### src/rtl/tdm_pkg.sv
package tdm_pkg;

  // Direction selector, taken from the top bit of the mask register select
  typedef enum logic {
    DIR_RX = 1'b0,
    DIR_TX = 1'b1
  } tdm_dir_e;

  localparam int unsigned TDM_SLOT_W_DEF      = 16;
  localparam int unsigned TDM_MAX_SLOTS_DEF   = 32;
  localparam int unsigned TDM_SHORT_SLOTS_DEF = 24;
  localparam int unsigned TDM_MASK_REG_W_DEF  = 16;

endpackage

### src/rtl/tdm_slot_timer.sv
module tdm_slot_timer #(
  parameter  int unsigned SLOT_W      = 16,
  parameter  int unsigned MAX_SLOTS   = 32,
  parameter  int unsigned SHORT_SLOTS = 24,
  localparam int unsigned BIT_W       = $clog2(SLOT_W),
  localparam int unsigned CHAN_W      = $clog2(MAX_SLOTS)
) (
  input  logic              clk,
  input  logic              rst_n,
  input  logic              fsync_i,
  input  logic              frame_long_i,
  output logic              active_o,
  output logic [CHAN_W-1:0] slot_o,
  output logic              first_bit_o,
  output logic              last_bit_o,
  output logic              load_o,
  output logic [CHAN_W-1:0] load_slot_o,
  output logic [CHAN_W-1:0] after_slot_o
);

  localparam logic [BIT_W-1:0]  BIT_LAST   = BIT_W'(SLOT_W - 1);
  localparam logic [CHAN_W-1:0] LAST_LONG  = CHAN_W'(MAX_SLOTS - 1);
  localparam logic [CHAN_W-1:0] LAST_SHORT = CHAN_W'(SHORT_SLOTS - 1);

  logic              active_q, active_d;
  logic [BIT_W-1:0]  bit_q, bit_d;
  logic [CHAN_W-1:0] slot_q, slot_d;
  logic [CHAN_W-1:0] last_slot;
  logic [CHAN_W-1:0] succ;
  logic              at_last_bit;

  // Decode of the current position
  always_comb begin
    last_slot   = frame_long_i ? LAST_LONG : LAST_SHORT;
    succ        = (slot_q >= last_slot) ? '0 : slot_q + CHAN_W'(1);
    at_last_bit = active_q && (bit_q == BIT_LAST);
  end

  // Next state
  always_comb begin
    active_d = active_q;
    bit_d    = bit_q;
    slot_d   = slot_q;
    if (fsync_i) begin
      active_d = 1'b1;
      bit_d    = '0;
      slot_d   = '0;
    end else if (active_q) begin
      if (at_last_bit) begin
        bit_d  = '0;
        slot_d = succ;
      end else begin
        bit_d  = bit_q + BIT_W'(1);
      end
    end
  end

  always_ff @(posedge clk or negedge rst_n) begin
    if (!rst_n) begin
      active_q <= 1'b0;
      bit_q    <= '0;
      slot_q   <= '0;
    end else begin
      active_q <= active_d;
      bit_q    <= bit_d;
      slot_q   <= slot_d;
    end
  end

  assign active_o     = active_q;
  assign slot_o       = slot_q;
  assign first_bit_o  = active_q && (bit_q == '0);
  assign last_bit_o   = at_last_bit;
  assign load_o       = fsync_i || at_last_bit;
  assign load_slot_o  = fsync_i ? '0 : succ;
  assign after_slot_o = succ;

endmodule

### src/rtl/tdm_mask_bank.sv
module tdm_mask_bank #(
  parameter  int unsigned REG_W    = 16,
  parameter  int unsigned NUM_REGS = 2,
  localparam int unsigned IDX_W    = $clog2(NUM_REGS),
  localparam int unsigned SEL_W    = IDX_W + 1,
  localparam int unsigned MASK_W   = REG_W * NUM_REGS
) (
  input  logic              clk,
  input  logic              rst_n,
  input  logic              we_i,
  input  logic [SEL_W-1:0]  sel_i,
  input  logic [REG_W-1:0]  wdata_i,
  output logic [MASK_W-1:0] rx_mask_o,
  output logic [MASK_W-1:0] tx_mask_o
);

  wire [1:0][MASK_W-1:0] dir_mask;

  for (genvar d = 0; d < 2; d++) begin : g_dir
    for (genvar r = 0; r < NUM_REGS; r++) begin : g_reg
      logic [REG_W-1:0] seg_q;
      logic [REG_W-1:0] seg_d;
      logic             hit;

      assign hit = we_i
                && (sel_i[SEL_W-1] == ((d == 1) ? tdm_pkg::DIR_TX : tdm_pkg::DIR_RX))
                && (sel_i[IDX_W-1:0] == IDX_W'(r));

      always_comb begin
        seg_d = seg_q;
        if (hit) seg_d = wdata_i;
      end

      always_ff @(posedge clk or negedge rst_n) begin
        if (!rst_n) seg_q <= '0;
        else        seg_q <= seg_d;
      end

      assign dir_mask[d][r*REG_W +: REG_W] = seg_q;
    end
  end

  assign rx_mask_o = dir_mask[0];
  assign tx_mask_o = dir_mask[1];

endmodule

### src/rtl/tdm_rx_deser.sv
module tdm_rx_deser #(
  parameter  int unsigned SLOT_W    = 16,
  parameter  int unsigned MAX_SLOTS = 32,
  localparam int unsigned CHAN_W    = $clog2(MAX_SLOTS)
) (
  input  logic                 clk,
  input  logic                 rst_n,
  input  logic                 sd_i,
  input  logic                 active_i,
  input  logic                 last_bit_i,
  input  logic [CHAN_W-1:0]    slot_i,
  input  logic [MAX_SLOTS-1:0] mask_i,
  output logic                 valid_o,
  output logic [SLOT_W-1:0]    data_o,
  output logic [CHAN_W-1:0]    chan_o
);

  logic [SLOT_W-1:0] sh_q, sh_d;
  logic [SLOT_W-1:0] data_q, data_d;
  logic [CHAN_W-1:0] chan_q, chan_d;
  logic              valid_q, valid_d;
  logic              cap;

  always_comb begin
    sh_d    = active_i ? {sh_q[SLOT_W-2:0], sd_i} : sh_q;
    cap     = last_bit_i && mask_i[slot_i];
    valid_d = cap;
    data_d  = cap ? sh_d   : data_q;
    chan_d  = cap ? slot_i : chan_q;
  end

  always_ff @(posedge clk or negedge rst_n) begin
    if (!rst_n) begin
      sh_q    <= '0;
      data_q  <= '0;
      chan_q  <= '0;
      valid_q <= 1'b0;
    end else begin
      sh_q    <= sh_d;
      data_q  <= data_d;
      chan_q  <= chan_d;
      valid_q <= valid_d;
    end
  end

  assign valid_o = valid_q;
  assign data_o  = data_q;
  assign chan_o  = chan_q;

endmodule

### src/rtl/tdm_tx_ser.sv
module tdm_tx_ser #(
  parameter  int unsigned SLOT_W    = 16,
  parameter  int unsigned MAX_SLOTS = 32,
  localparam int unsigned CHAN_W    = $clog2(MAX_SLOTS)
) (
  input  logic                 clk,
  input  logic                 rst_n,
  input  logic                 load_i,
  input  logic [CHAN_W-1:0]    load_slot_i,
  input  logic                 first_bit_i,
  input  logic [CHAN_W-1:0]    after_slot_i,
  input  logic [MAX_SLOTS-1:0] mask_i,
  input  logic                 wr_i,
  input  logic [SLOT_W-1:0]    wdata_i,
  input  logic                 under_clr_i,
  output logic                 sd_o,
  output logic                 oe_o,
  output logic                 req_o,
  output logic [CHAN_W-1:0]    req_chan_o,
  output logic                 underrun_o
);

  logic [SLOT_W-1:0] hold_q, hold_d;
  logic              full_q, full_d;
  logic [SLOT_W-1:0] sh_q, sh_d;
  logic              oe_q, oe_d;
  logic              req_q, req_d;
  logic [CHAN_W-1:0] req_chan_q, req_chan_d;
  logic              under_q, under_d;
  logic              load_en, consume, starve;

  always_comb begin
    load_en = load_i && mask_i[load_slot_i];
    consume = load_en && full_q;
    starve  = load_en && !full_q;

    // Slot shifter: new word (or silence) at each slot boundary
    if (load_i) begin
      sh_d = consume ? hold_q : '0;
      oe_d = consume;
    end else begin
      sh_d = {sh_q[SLOT_W-2:0], 1'b0};
      oe_d = oe_q;
    end

    // Holding register: a write in the consume cycle refills it
    hold_d = wr_i ? wdata_i : hold_q;
    full_d = wr_i ? 1'b1 : (consume ? 1'b0 : full_q);

    // Request issued during bit 0, visible during bit 1
    req_d      = first_bit_i && mask_i[after_slot_i];
    req_chan_d = req_d ? after_slot_i : req_chan_q;

    under_d = starve ? 1'b1 : (under_clr_i ? 1'b0 : under_q);
  end

  always_ff @(posedge clk or negedge rst_n) begin
    if (!rst_n) begin
      hold_q     <= '0;
      full_q     <= 1'b0;
      sh_q       <= '0;
      oe_q       <= 1'b0;
      req_q      <= 1'b0;
      req_chan_q <= '0;
      under_q    <= 1'b0;
    end else begin
      hold_q     <= hold_d;
      full_q     <= full_d;
      sh_q       <= sh_d;
      oe_q       <= oe_d;
      req_q      <= req_d;
      req_chan_q <= req_chan_d;
      under_q    <= under_d;
    end
  end

  assign sd_o       = sh_q[SLOT_W-1];
  assign oe_o       = oe_q;
  assign req_o      = req_q;
  assign req_chan_o = req_chan_q;
  assign underrun_o = under_q;

endmodule

### src/rtl/tdm_sport.sv
module tdm_sport #(
  parameter  int unsigned SLOT_W      = tdm_pkg::TDM_SLOT_W_DEF,
  parameter  int unsigned MAX_SLOTS   = tdm_pkg::TDM_MAX_SLOTS_DEF,
  parameter  int unsigned SHORT_SLOTS = tdm_pkg::TDM_SHORT_SLOTS_DEF,
  parameter  int unsigned MASK_REG_W  = tdm_pkg::TDM_MASK_REG_W_DEF,
  localparam int unsigned CHAN_W      = $clog2(MAX_SLOTS),
  localparam int unsigned NUM_MREGS   = MAX_SLOTS / MASK_REG_W,
  localparam int unsigned SEL_W       = $clog2(NUM_MREGS) + 1
) (
  input  logic              clk,
  input  logic              rst_n,
  input  logic              fsync_i,
  input  logic              sd_i,
  output logic              sd_o,
  output logic              sd_oe_o,
  input  logic              frame_long_i,
  input  logic              mask_we_i,
  input  logic [SEL_W-1:0]  mask_sel_i,
  input  logic [MASK_REG_W-1:0] mask_wdata_i,
  output logic              rx_valid_o,
  output logic [SLOT_W-1:0] rx_data_o,
  output logic [CHAN_W-1:0] rx_chan_o,
  output logic              tx_req_o,
  output logic [CHAN_W-1:0] tx_req_chan_o,
  input  logic              tx_wr_i,
  input  logic [SLOT_W-1:0] tx_data_i,
  output logic              underrun_o,
  input  logic              underrun_clr_i
);

  // Reset: asserted asynchronously, released on the clock
  logic [1:0] rst_sync_q;
  logic       rst_core_n;

  always_ff @(posedge clk or negedge rst_n) begin
    if (!rst_n) rst_sync_q <= '0;
    else        rst_sync_q <= {rst_sync_q[0], 1'b1};
  end
  assign rst_core_n = rst_sync_q[1];

  logic [MAX_SLOTS-1:0] rx_mask_w;
  logic [MAX_SLOTS-1:0] tx_mask_w;
  logic                 active_w;
  logic [CHAN_W-1:0]    slot_w;
  logic                 first_bit_w;
  logic                 last_bit_w;
  logic                 load_w;
  logic [CHAN_W-1:0]    load_slot_w;
  logic [CHAN_W-1:0]    after_slot_w;

  tdm_slot_timer #(
    .SLOT_W      (SLOT_W),
    .MAX_SLOTS   (MAX_SLOTS),
    .SHORT_SLOTS (SHORT_SLOTS)
  ) u_timer (
    .clk          (clk),
    .rst_n        (rst_core_n),
    .fsync_i      (fsync_i),
    .frame_long_i (frame_long_i),
    .active_o     (active_w),
    .slot_o       (slot_w),
    .first_bit_o  (first_bit_w),
    .last_bit_o   (last_bit_w),
    .load_o       (load_w),
    .load_slot_o  (load_slot_w),
    .after_slot_o (after_slot_w)
  );

  tdm_mask_bank #(
    .REG_W    (MASK_REG_W),
    .NUM_REGS (NUM_MREGS)
  ) u_masks (
    .clk       (clk),
    .rst_n     (rst_core_n),
    .we_i      (mask_we_i),
    .sel_i     (mask_sel_i),
    .wdata_i   (mask_wdata_i),
    .rx_mask_o (rx_mask_w),
    .tx_mask_o (tx_mask_w)
  );

  tdm_rx_deser #(
    .SLOT_W    (SLOT_W),
    .MAX_SLOTS (MAX_SLOTS)
  ) u_rx (
    .clk        (clk),
    .rst_n      (rst_core_n),
    .sd_i       (sd_i),
    .active_i   (active_w),
    .last_bit_i (last_bit_w),
    .slot_i     (slot_w),
    .mask_i     (rx_mask_w),
    .valid_o    (rx_valid_o),
    .data_o     (rx_data_o),
    .chan_o     (rx_chan_o)
  );

  tdm_tx_ser #(
    .SLOT_W    (SLOT_W),
    .MAX_SLOTS (MAX_SLOTS)
  ) u_tx (
    .clk          (clk),
    .rst_n        (rst_core_n),
    .load_i       (load_w),
    .load_slot_i  (load_slot_w),
    .first_bit_i  (first_bit_w),
    .after_slot_i (after_slot_w),
    .mask_i       (tx_mask_w),
    .wr_i         (tx_wr_i),
    .wdata_i      (tx_data_i),
    .under_clr_i  (underrun_clr_i),
    .sd_o         (sd_o),
    .oe_o         (sd_oe_o),
    .req_o        (tx_req_o),
    .req_chan_o   (tx_req_chan_o),
    .underrun_o   (underrun_o)
  );

endmodule

### config.mk
export PLATFORM = sky130hd
export DESIGN_NAME = tdm_sport
export DESIGN_NICKNAME = d
export VERILOG_FILES = /design/src/rtl/tdm_pkg.sv /design/src/rtl/tdm_slot_timer.sv /design/src/rtl/tdm_mask_bank.sv /design/src/rtl/tdm_rx_deser.sv /design/src/rtl/tdm_tx_ser.sv /design/src/rtl/tdm_sport.sv
export SDC_FILE = /design/constraint.sdc
export NUM_CORES = 1
export LEC_CHECK = 0
export BUFFER_PORTS_ARGS = -buffer_cell sky130_fd_sc_hd__buf_2
export CORE_MARGIN = 4
export CORE_UTILIZATION = 30
export CTS_BUF_LIST = sky130_fd_sc_hd__clkbuf_8
export CTS_CLUSTER_DIAMETER = 200
export CTS_CLUSTER_SIZE = 24
export DETAILED_ROUTE_END_ITERATION = 8
export PLACE_DENSITY = 0.47
export SYNTH_ARGS = -nofsm -noshare
export SYNTH_HDL_FRONTEND = slang
export SYNTH_HIERARCHICAL = 1
export SYNTH_SLANG_ARGS = --single-unit
export TNS_END_PERCENT = 5
### constraint.sdc
create_clock -name clk -period 5.5 [get_ports clk]
set_input_delay 0.275 -clock clk [delete_from_list [all_inputs] [get_ports clk]]
set_output_delay 0.275 -clock clk [all_outputs]
set_load 0.05 [all_outputs]
# After elaboration in Yosys (flattened, before gate mapping)
# Index checks and enable logic that the tools add are counted.
[totals] regBits=155 inputBits=42 elab_cells=71
[classes] add_sub_neg=2 magnitude_cmp=4 n_eq_ne=1 muxes=22 n_bitwise=2 n_reduce_logical=21
[op_table] operator="16-bit 2-to-1 mux" count=3
[op_table] operator="5-bit 2-to-1 mux" count=5
[op_table] operator="5-bit by 6-bit < comparator with 1-bit output, second input constant" count=3
[op_table] operator="4-bit 2-to-1 mux" count=4
[op_table] operator="1-bit binary-select mux with 5-bit select" count=3
[op_table] operator="1-bit logical AND" count=13
[op_table] operator="2-bit nonzero test" count=4
[op_table] operator="1-bit 2-to-1 mux" count=7
[op_table] operator="5-bit by 1-bit adder with 5-bit output, second input constant" count=1
[op_table] operator="5-bit greater-or-equal comparator" count=1
[op_table] operator="4-bit by 1-bit adder with 4-bit output, second input constant" count=1
[op_table] operator="4-bit equality test, second input constant" count=1
[op_table] operator="4-bit logical NOT" count=1
[op_table] operator="1-bit inverter" count=2
[op_table] operator="2-bit AND reduction" count=1
[op_table] operator="1-bit logical NOT" count=1
[op_table] operator="1-bit logical OR" count=1

# Longest topological paths before layout
# Gate-level depths: netlist of run 1.
[logic_depth] word_depth=10 depth_mapped=12 depth_no_buf=10

# Hierarchy
# Netlist of run 1, hierarchy kept.
[by_module_without_submodules] module="tdm_mask_bank" instances=1 cells_per_inst=136 area_per_inst_um2=2411.1 seq_area_each_um2=1601.5
[by_module_without_submodules] module="tdm_tx_ser" instances=1 cells_per_inst=154 area_per_inst_um2=2165.8 seq_area_each_um2=1026.0
[by_module_without_submodules] module="tdm_rx_deser" instances=1 cells_per_inst=107 area_per_inst_um2=1811.7 seq_area_each_um2=950.9
[by_module_without_submodules] module="tdm_slot_timer" instances=1 cells_per_inst=74 area_per_inst_um2=698.2 seq_area_each_um2=250.2
[by_module_without_submodules] module="tdm_sport" instances=1 cells_per_inst=3 area_per_inst_um2=53.8 seq_area_each_um2=50.0

# Worst setup path before layout of run 1
# No wires, ideal clock.
[synth_timing] path_kind="register to register" from="register u_timer.slot_q[0], in the netlist u_timer/slot_o[0]" to="register u_tx.req_chan_q[1], in the netlist u_tx/req_chan_o[1]" setup_ns=0.125 arrival_ns=3.100 required_time_ns=5.375 setup_slack_ns=2.275 stages_incl_launch_ff=11 synth_period_minus_slack_ns=3.225 cell_sequence="dfrtp_1 ha_1 a211oi_4 nor3_4 nor2b_1 buf_6 mux2_2 mux4_2 o221ai_2 a311o_2 mux2_2"
[synth_between] elab_chain_cells=5 word_cells_on_any_way=6 classes_between="1 x add/sub; 1 x order compare; 3 x mux; 1 x reduce/logical"
[synth_lines] item="start, declared" line="tdm_slot_timer.sv:27" source="logic [CHAN_W-1:0] slot_q, slot_d;"
[synth_lines] item="start signal, assigned" line="tdm_slot_timer.sv:66" source="slot_q <= slot_d;"
[synth_lines] item="5-bit by 1-bit adder with 5-bit output / 5-bit greater-or-equal comparator (equally long branches)" line="tdm_slot_timer.sv:35" source="succ = (slot_q >= last_slot) ? '0 : slot_q + CHAN_W'(1);"
[synth_lines] item="5-bit 2-to-1 mux *" line="tdm_slot_timer.sv:35"
[synth_lines] item="via after_slot_w[1]" line="tdm_sport.sv:49" source="logic [CHAN_W-1:0] after_slot_w;"
[synth_lines] item="1-bit binary-select mux with 5-bit select" line="tdm_tx_ser.sv:51" source="req_d = first_bit_i && mask_i[after_slot_i];"
[synth_lines] item="1-bit 2-to-1 mux (implied by the code)" line="tdm_tx_ser.sv:51"
[synth_lines] item="1-bit logical AND" line="tdm_tx_ser.sv:51"
[synth_lines] item="end signal, assigned" line="tdm_tx_ser.sv:72" source="req_chan_q <= req_chan_d;"
[synth_lines] item="end, declared" line="tdm_tx_ser.sv:28" source="logic [CHAN_W-1:0] req_chan_q, req_chan_d;"
# Mark *: on every way through the listed nets, which the timed path passes. The rest lies on a longest branch. The select of a mux whose other input is x is not followed.
# A chain may end at the register's enable or synchronous reset.

# Worst setup path after layout of run 1
[layout_timing] from="register u_timer.slot_q[0], in the netlist u_timer/slot_o[0]" to="register u_tx.req_chan_q[1], in the netlist u_tx/req_chan_o[1]"
[layout_between] elab_chain_cells=5 word_cells_on_any_way=6 classes_between="1 x add/sub; 1 x order compare; 3 x mux; 1 x reduce/logical"
[layout_lines] item="5-bit by 1-bit adder with 5-bit output / 5-bit greater-or-equal comparator (equally long branches)" line="tdm_slot_timer.sv:35"
[layout_lines] item="5-bit 2-to-1 mux *" line="tdm_slot_timer.sv:35"
[layout_lines] item="via after_slot_w[0]" line="tdm_sport.sv:49"
[layout_lines] item="1-bit binary-select mux with 5-bit select *" line="tdm_tx_ser.sv:51"
[layout_lines] item="1-bit 2-to-1 mux (implied by the code) *" line="tdm_tx_ser.sv:51"
[layout_lines] item="1-bit logical AND *" line="tdm_tx_ser.sv:51"
# Marks and branches as above.

==> results of run 1 <==
## worst max-delay path: stages, from the launching register on
cell and delay (ns):
dfrtp_1 0.70, ha_1 0.46, a211oi_4 0.41, nor3_4 0.12, nor2_1 0.64, mux4_2 0.59, mux2_2 0.29, o221ai_2 0.18
a311o_2 0.22, mux2_2 0.35
## state kept, by name, summed over array words and instances (netlist names)
name and cells:
u_timer/bit_q 4, u_rx/sh_q 16, u_timer/active_o 1, u_tx/req_chan_o 5
rst_sync_q 2, u_rx/data_o 16, u_timer/slot_o 5, u_tx/sh_q 16
u_rx/valid_o 1, u_tx/req_o 1, u_rx/chan_o 5, u_tx/full_q 1
u_tx/underrun_o 1, u_masks/g_dir.g.seg_q 64, u_tx/hold_q 16, u_tx/oe_o 1
## worst paths after layout
kind,startpoint,endpoint,cells after the start
max,u_timer/slot_o[0],u_tx/req_chan_o[1],9
min,tx_data_i[7],u_tx/hold_q[7],2
max reg2reg,u_timer/slot_o[0],u_tx/req_chan_o[1],9
min reg2reg,rst_sync_q[0],rst_sync_q[1],0
max in group asynchronous,rst_sync_q[1],u_tx/hold_q[11],1
min in group asynchronous,rst_n,rst_sync_q[1],2
## layout by cell type (no fill, tap or decap), drive strengths merged, types with 2 or more instances in the layout
master / n
nor2b: 3
o2bb2ai: 17
nand3: 4
xor2: 3
o311ai: 4
nand2: 25
buf: 78
dlygate4sd3: 2
xnor2: 2
mux2i: 10
clkinvlp: 2
mux4: 20
nor3: 6
a31oi: 3
clkinv: 2
nor3b: 2
dfrtp: 155
bufinv: 3
inv: 24
nand4: 2
a21oi: 4
nor2: 10
mux2: 131
clkbuf: 17
o21ai: 4
o221ai: 2
nand2b: 4
nand3b: 3
ha: 4
## metrics by stage
| stage | cell area, sq um | setup WS, ns | power [mW] | hold WS [ns] | utilization |
|---|---|---|---|---|---|
| global route | 8220 | 1.09 | 2.81 | 0.0111 | 0.350 |
| CTS | 8220 | 1.39 | 2.71 | 0.0139 | 0.350 |
| finish | 8220 | 1.42 | 2.67 | 0.0465 | 0.350 |
| detailed placement | 7770 | 1.41 | 1.76 | 0.0629 | 0.331 |
| global placement | 7770 | 1.53 | 1.74 | 0.0618 | 0.331 |
| floorplan | 7140 | 0.861 | 1.64 | -0.0206 | - |
## power groups by stage
stage / sequential (mW) / clock, mW / combinational [mW]
floorplan: 1.39 / 0 / 0.253
global placement: 1.39 / 0 / 0.349
detailed placement: 1.40 / 0 / 0.359
CTS: 1.38 / 0.975 / 0.362
global route: 1.39 / 1.03 / 0.388
finish: 1.37 / 0.940 / 0.354
## metal layers
metal / up-vias / routed length (um) / global-route usage
li1: 1898 / - / -
met1: 2131 / 6980 / 0.161
met2: 78 / 7310 / 0.195
met3: 17 / 610 / 0.0299
met4: 0 / 231 / 0.0400
met5: - / 0 / 0
## kinds of logic (layout without fill, tap and decap cells)
kind of cell / count (synthesis) / after routing
other cells: 1 / 1
xor+xnor: 5 / 5
fa+ha+maj: 4 / 4
flops: 155 / 155
compound gates: 46 / 46
buf+inv: 41 / 128
simple gates: 61 / 61
mux: 161 / 161
## final cells by class
type                    instances  area [sq um]  share of cell area
repair buffers                 80           425              0.0517
clock inverters                15           200              0.0243
flip-flops and latches        155          3880               0.472
inverters                      16          60.1             0.00730
clock buffers                  17           234              0.0284
well taps                     319           399              0.0485
multi-input cells             278          3020               0.368
## timing repair
action,4_1_cts,5_1_grt
endpoints found under the hold margin,3,0
hold buffers,2,0
setup endpoints to repair,0,0
==> reports/qor.yml, run 1 <==
status: "finished clean"
p_sw_frac: 0.274
initial_utilization: 0.304
fin_nets: 594
power.leakage_nw: 3.61
worst_pin_slew_ns: 0.955
synth_commonest_cells: "155 x dfrtp_1, 110 x mux2_2, 25 x nand2_1"
synth.top_cell.area_share: 0.543
cts-htree-levels: 4
placedCellCount: 846
postRouteWirelength_um: 15100
post-synth-top-area-cell: "dfrtp_1"
finalMaxSlewViolations: 0
route.detailed.drc: 0
critPathKind: "flop to flop"
clk_pin_slew_ns: 0.09
fillers: 2296
ir_drop_uv: 124
synth_top_family_by_area: "multiplexers"
crit_required_ns: 5.84
rsz0062_at_grt: "no"
fmax_mhz: 245
synth_cell_types: 56
tns_ns: 0
antenna_found_initial: 0
drt-initial-drc-count: 150
fp.dieW_um: 162
netlist_instances: 474
setup_viol: 0
maxCapViolCount: 0
yosysMostFrequentCell: "dfrtp_1"
layout-drive-gt1-share: 0.478
n_antenna_cell: 0
cts_tree: "done"
skew_ns: 0.00839
grt_pass1_wl_um: 24900
yosysWarnings: 6
ys_seq_elements: 155
grt_max_degree: 56
power_density_nw_per_um2: 324
synth-compound-area-share: 0.0580
syn_avg_cell_area_sq_um: 15.1
cts_num_sinks: 155
cts.root.buffer_cell: "clkbuf_8"
wl_per_cell_um: 17.2
synth_area_leaders: "dfrtp_1 54%, mux2_2 17%, mux4_1 4.8%"
post_cts.repair.setup_buffers: 0
synth-xor-area-share: 0.00613
die_y_um: 162
dr_total_vias: 4124
seq_power_share: 0.515
grt_pass1_vias: 4454
fp-row-count: 56
cts.path.max_buffers: 2
synthToLayoutAreaGrowth_pct: 15.2
fin_crit_sh: 0.742
p_clk_frac: 0.352
power.internal_mw: 1.94
crit_arrival_ns: 4.42
firstDrtPassIters: 4
syn-num-nets: 520
synthArstFlopShare: 1.00
worstSetupStartpointType: "flop"
grt_usage: 0.121
synth_flop_cell: "dfrtp_1"
endpoint_kind: "flop"
synthAdderAreaFrac: 0.00701
reg2reg_slack_ns: 1.42
vias_per_cell: 4.69
slew-limit-headroom: 0.363
cts_buffers: 17
switching_power_uw: 731
path_max_fanout: 16
clk_latency_ns: 0.45
antenna_left: 0
finalHoldViolations: 0
pin_count: 73
yosysSeqAreaShare: 0.543
syn-cell-area_sq_um: 7140
post-dp-hpwl_um: 10700
synth_edf_count: 0
ctsResizeCount: 0
power_frac_comb: 0.133
hp-class: "input pin to flop"
dieArea_sq_um: 26300
gp_congestion: 0.754
overflow: 0
yosys.area_share.simple: 0.0512
layout.cells.non_filler: 880
fin_crit_ns: 4.08
coreArea_sq_um: 23500
synthMuxAreaShare: 0.301
io_buffers: 72
No activity file was read; power rests on OpenSTA's default activity.
==> inputs of run 2 (changes only) <==
Settings changed: PLACE_DENSITY 0.47 to 0.49.
Clock period 5.5 ns to 3.3 ns, I/O delays scaled along.
==> reports/qor.yml, run 2 (same netlist as run 1, synthesis figures left out) <==
rsz0062_at_grt: "no"  # unchanged
cts.root.buffer_cell: "clkbuf_8"  # unchanged
path_delay_family: "multiplexers"  # unchanged
endpoint_kind: "flop"  # unchanged
path_cells: "ha_2, a211oi_4, nor3_4, nor3_1, buf_4, mux4_1, mux2_2, or3_4, nand4_4, buf_4, o2bb2ai_1"  # was ha_1, a211oi_4, nor3_4, nor2_1, mux4_2, mux2_2, o221ai_2, a311o_2, mux2_2
hp-class: "input pin to flop"  # unchanged
slew-limit-headroom: 0.433  # was 0.363
fmax_mhz: 318  # was 245 MHz
critPathKind: "flop to flop"  # unchanged
fp.dieW_um: 162  # unchanged
crit_required_ns: 3.63  # was 5.84 ns
layout.cells.non_filler: 916  # was 880
n_antenna_cell: 0  # unchanged
fp-row-count: 56  # unchanged
pin_count: 73  # unchanged
gp_congestion: 0.762  # was 0.754
antenna_found_initial: 0  # unchanged
overflow: 0  # unchanged
slowest_stage: "mux4_1"  # was dfrtp_1
dr_total_vias: 4244  # was 4,124
crit_arrival_ns: 3.48  # was 4.42 ns
postRouteWirelength_um: 15500  # was 15,100 um
initial_utilization: 0.304  # unchanged
worst_pin_slew_ns: 0.850  # was 0.955 ns
finalHoldViolations: 0  # unchanged
switching_power_mw: 1.14  # was 731 uW
cts_num_sinks: 155  # unchanged
layout_commonest_cell: "dfrtp_1"  # unchanged
fin_crit_ns: 3.15  # was 4.08 ns
route.detailed.drc: 0  # unchanged
cts-htree-levels: 4  # unchanged
grt_usage: 0.120  # was 0.121
wl_per_cell_um: 16.9  # was 17.2 um
cts.path.max_buffers: 2  # unchanged
setup_viol: 0  # unchanged
fillers: 2260  # was 2,296
power.internal_mw: 3.19  # was 1.94 mW
final-seq-area_sq_um: 3880  # unchanged
antenna_left: 0  # unchanged
status: "finished clean"  # unchanged
p_sw_frac: 0.264  # was 0.274
finalMaxSlewViolations: 0  # unchanged
dieArea_sq_um: 26300  # unchanged
fin_nets: 631  # was 594
cts_buffers: 17  # unchanged
io_buffers: 72  # unchanged
seq_power_share: 0.525  # was 0.515
drt-initial-drc-count: 152  # was 150
ir_drop_uv: 231  # was 124 uV
cp-startpoint: "u_timer/slot_o[0]"  # unchanged
cpPeakStageDelay_ns: 0.58  # was 0.70 ns
power_frac_comb: 0.150  # was 0.133
skew_ns: 0.0143  # was 0.00839 ns
coreArea_sq_um: 23500  # unchanged
grt_pass1_wl_um: 24800  # was 24,900 um
p_clk_frac: 0.325  # was 0.352
power.leakage_nw: 3.76  # was 3.61 nW
synthToLayoutAreaGrowth_pct: 19.7  # was 15.2%
critPathBufInv: 2  # was 0
vias_per_cell: 4.63  # was 4.69
min_from: "mask_wdata_i[1]"  # was tx_data_i[7]
reg2reg_from: "u_timer/slot_o[0]"  # unchanged
placedCellCount: 857  # was 846
tns_ns: 0  # unchanged
layout-drive-gt1-share: 0.474  # was 0.478
maxCapViolCount: 0  # unchanged
grt_max_degree: 79  # was 56
post-dp-hpwl_um: 10700  # about the same
total_power_mw: 4.34  # was 2.67 mW
place_area_sq_um: 7870  # was 7770 sq um
clk_pin_slew_ns: 0.08  # was 0.09 ns
fin_area_sq_um: 8550  # was 8220 sq um
cp_common_cell: "buf_4"  # was mux2_2
fin_crit_sh: 0.954  # was 0.742
firstDrtPassIters: 4  # unchanged
largest_reg_flops: 64  # unchanged
power_density_nw_per_um2: 507  # was 324 nW/um^2
worstSetupStartpointType: "flop"  # unchanged
multiInputGateArea_sq_um: 3030  # was 3020 sq um
die_y_um: 162  # unchanged
clk_latency_ns: 0.45  # about the same
cts_tree: "done"  # unchanged
path_max_fanout: 9  # was 16
grt_pass1_vias: 4475  # was 4,454
regMostFlops: "u_masks/g_dir.g.seg_q"  # unchanged
mostFrequentLayoutCells: "154 x dfrtp_1, 110 x mux2_2, 72 x buf_2"  # unchanged
## run 2: changes by cell type in the layout (fill, tap and decap cells not counted), sizes merged
cell,change
buf,+16
bufinv,-1
clkbuf,+2
clkinv,+4
clkinvlp,+1
dlygate4sd3,+21
inv,-7
## run 2: per-stage QoR
| step | hold WS [ns] | worst slack (ns) | utilization |
|---|---|---|---|
| after floorplan | -0.131 | 0.0751 | - |
| final | 0.0266 | 0.152 | 0.364 |
| after global routing | 0.00578 | 0.0445 | 0.364 |
| after detailed placement | -0.0461 | -0.00771 | 0.335 |
| after global placement | -0.0464 | 0.0760 | 0.335 |
| after CTS | 0.00202 | 0.0176 | 0.361 |
## run 2: layer usage
| layer | part of all wire | GRT usage | routed length (um) | vias to the layer above |
|---|---|---|---|---|
| li1 | - | - | - | 1978 |
| met1 | 0.46 | 0.158 | 7190 | 2186 |
| met2 | 0.49 | 0.202 | 7670 | 69 |
| met3 | 0.034 | 0.0294 | 520 | 11 |
| met4 | 0.0081 | 0.0288 | 126 | 0 |
| met5 | 0 | 0 | 0 | - |
## run 2: cell type report
cell class / instances / share of cell area
Inverter: 16 / 0.00703
Multi-Input combinational cell: 278 / 0.355
Sequential cell: 155 / 0.454
Clock buffer: 19 / 0.0306
Tap cell: 319 / 0.0467
Clock inverter: 12 / 0.0148
Timing Repair Buffer: 117 / 0.0918
## run 2: path summary, 6_finish.rpt
kind,endpoint,slack [ns],cells past startpoint
min in group asynchronous,u_rx/sh_q[11],0.32,0
hold / removal,u_masks/g_dir[0].g_reg[0].seg_q[1],0.03,2
setup / recovery,u_tx/sh_q[6],0.15,11
setup reg to reg,u_tx/sh_q[6],0.15,11
hold reg to reg,u_rx/sh_q[11],0.32,0
max in group asynchronous,u_tx/sh_q[3],2.11,1
## run 2: power groups by stage
| stage | Sequential [mW] | Clock, mW | Combinational, mW |
|---|---|---|---|
| CTS | 2.28 | 1.47 | 0.641 |
| finish | 2.28 | 1.41 | 0.649 |
| floorplan | 2.31 | 0 | 0.421 |
| detailed placement | 2.32 | 0 | 0.616 |
| global route | 2.31 | 1.54 | 0.710 |
| global placement | 2.31 | 0 | 0.597 |
## run 2: timing repair
item,4_1_cts,5_1_grt
setup buffers,0,5
resized for setup,1,3
hold endpoints to repair,26,0
endpoints found under the setup margin,4,23
pin swaps,0,2
hold buffers,23,0
==> inputs of run 3 (changes only) <==
Settings changed: CORE_MARGIN 4 to not set.
==> reports/qor.yml, run 3 (same netlist as run 1, synthesis figures left out) <==
cp_common_cell: "nor2b_1"  # was buf_4
synthToLayoutAreaGrowth_pct: 21.6  # was 19.7%
final_util: 0.371  # was 0.364
pin_count: 73  # unchanged
initial_utilization: 0.305  # was 0.304
grt_pass1_vias: 4509  # was 4,475
grt_pass1_wl_um: 24600  # was 24,800 um
crit_arrival_ns: 3.47  # was 3.48 ns
cts_tree: "done"  # unchanged
skew_ns: 0.0124  # was 0.0143 ns
io_buffers: 72  # unchanged
fin_crit_ns: 3.14  # was 3.15 ns
coreArea_sq_um: 23400  # was 23,500 sq um
fin_crit_sh: 0.950  # was 0.954
hold_depth: 2  # unchanged
status: "finished clean"  # unchanged
gp_congestion: 0.811  # was 0.762
dp_slack_ns: 0.0794  # was -0.00771 ns
setup_viol: 0  # unchanged
cpPeakStageDelay_ns: 0.50  # was 0.58 ns
cts.path.max_buffers: 2  # unchanged
fillers: 2300  # was 2,260
grt.met1_usage: 0.169  # was 0.158
power.leakage_nw: 3.81  # was 3.76 nW
firstDrtPassIters: 4  # unchanged
overflow: 0  # unchanged
layout_commonest_cell: "dfrtp_1"  # unchanged
grt_max_degree: 67  # was 79
ir_drop_uv: 192  # was 231 uV
crit_required_ns: 3.64  # was 3.63 ns
cts-htree-levels: 4  # unchanged
fp-row-count: 56  # unchanged
vias_per_cell: 4.68  # was 4.63
cts_buffers: 17  # unchanged
dr_total_vias: 4322  # was 4,244
min_from: "mask_wdata_i[14]"  # was mask_wdata_i[1]
power_density_nw_per_um2: 518  # was 507 nW/um^2
use_met3: 0.0310  # was 0.0294
rr_worst_depth: 10  # was 11
dieArea_sq_um: 24400  # was 26,300 sq um
clk_pin_slew_ns: 0.09  # was 0.08 ns
slew-limit-headroom: 0.419  # was 0.433
wl_per_cell_um: 16.6  # was 16.9 um
critPathKind: "flop to flop"  # unchanged
die_y_um: 156  # was 162 um
tns_ns: 0  # unchanged
finalMaxSlewViolations: 0  # unchanged
reg2reg_slack_ns: 0.16  # was 0.15 ns
route.detailed.drc: 0  # unchanged
layout-drive-gt1-share: 0.474  # about the same
postRouteWirelength_um: 15300  # was 15,500 um
largest_reg_flops: 64  # unchanged
cts.root.buffer_cell: "clkbuf_8"  # unchanged
reg2reg_from: "u_timer/slot_o[0]"  # unchanged
fmax_mhz: 319  # was 318 MHz
rsz0062_at_grt: "no"  # unchanged
finalHoldViolations: 0  # unchanged
place_area_sq_um: 7900  # was 7870 sq um
min_delay_worst_endpoint: "u_masks/g_dir[0].g_reg[0].seg_q[14]"  # was u_masks/g_dir[0].g_reg[0].seg_q[1]
fin_area_sq_um: 8680  # was 8550 sq um
slowest_stage: "mux4_2"  # was mux4_1
n_antenna_cell: 0  # unchanged
hp-class: "input pin to flop"  # unchanged
met2_usage: 0.220  # was 0.202
path_cells: "ha_1, a211oi_4, nor3_4, nor2b_1, buf_12, mux4_2, nor2b_1, a2111oi_0, a311o_2, mux2_2"  # was ha_2, a211oi_4, nor3_4, nor3_1, buf_4, mux4_1, mux2_2, or3_4, nand4_4, buf_4, o2bb2ai_1
grt.busiest_layer: "met2"  # unchanged
regMostFlops: "u_masks/g_dir.g.seg_q"  # unchanged
fin_nets: 638  # was 631
maxCapViolCount: 0  # unchanged
cts_num_sinks: 155  # unchanged
r2r_end: "u_tx/req_chan_o[3]"  # was u_tx/sh_q[6]
worstSetupStartpointType: "flop"  # unchanged
worst_pin_slew_ns: 0.870  # was 0.850 ns
post-dp-hpwl_um: 10700  # about the same
fp.dieW_um: 156  # was 162 um
clk_latency_ns: 0.45  # about the same
mostFrequentLayoutCells: "154 x dfrtp_1, 110 x mux2_2, 72 x buf_2"  # unchanged
path_max_fanout: 11  # was 9
endpoint_kind: "flop"  # unchanged
whs_ns: 0.0282  # was 0.0266 ns
worst_slack_ns: 0.165  # was 0.152 ns
grt_usage: 0.133  # was 0.120
antenna_found_initial: 0  # unchanged
drt-initial-drc-count: 151  # was 152
antenna_left: 0  # unchanged
[run 3: cell count changes in the layout (fill, tap and decap cells not counted), sizes merged, moves of 2 or more]
cell	change
dlygate4sd3	+6
clkinv	-4
nand4	+2
inv	+7
clkbuf	-2
[run 3: what timing repair did]
| item | 4_1_cts | 5_1_grt |
|---|---|---|
| gates resized for setup | 0 | 4 |
| hold endpoints to repair | 46 | 0 |
| buffers inserted | 0 | 1 |
| endpoints found under the setup margin | 0 | 23 |
| hold buffers | 29 | 0 |
[run 3: final cells by class]
class	instances	area [sq um]	area share
clock inverter	15	200	0.0231
tap	319	399	0.0460
multi-input combinational	280	3070	0.354
timing repair buffer	122	833	0.0960
sequential	155	3880	0.447
clock buffer	17	234	0.0269
inverter	16	60.1	0.00692
[run 3: worst max-delay path, delay by kind of cell, from the launching register on]
kind / cells / cell delay [ns]
buffers and inverters: 1 / 0.18
flip-flops: 1 / 0.43
adder cells (fa/ha/maj): 1 / 0.26
multiplexers: 2 / 0.85
AO/OA/AOI/OAI: 3 / 0.90
AND/OR/NAND/NOR: 3 / 0.40
[run 3: worst max path at each step]
stage	slack [ns]	cells past startpoint	end	from
after global placement	0.16	10	u_tx/req_chan_o[1]	u_timer/slot_o[0]
after global routing	0.01	11	u_tx/underrun_o	u_timer/slot_o[3]
after CTS	0.06	11	u_tx/full_q	u_timer/slot_o[0]
after floorplan	0.08	10	u_tx/req_chan_o[1]	u_timer/slot_o[0]
final	0.16	10	u_tx/req_chan_o[3]	u_timer/slot_o[0]
after detailed placement	0.08	11	u_tx/full_q	u_timer/slot_o[0]
[run 3: through the flow]
stage	power, mW	instances
5_1_grt	4.74	924
3_3_place_gp	2.91	860
2_1_floorplan	2.73	474
6_report	4.49	924
3_5_place_dp	2.93	860
4_1_cts	4.55	921
[run 3: layer usage]
| metal | wire [um] | vias up | share of wire |
|---|---|---|---|
| li1 | - | 1997 | - |
| met1 | 7040 | 2221 | 0.46 |
| met2 | 7550 | 87 | 0.49 |
| met3 | 482 | 17 | 0.031 |
| met4 | 238 | 0 | 0.016 |
| met5 | 0 | - | 0 |
[run 3: where the power goes]
part	total, mW	switching, mW	internal (mW)
clock network	1.57	0.795	0.779
logic	0.644	0.287	0.358
registers	2.28	0.153	2.12
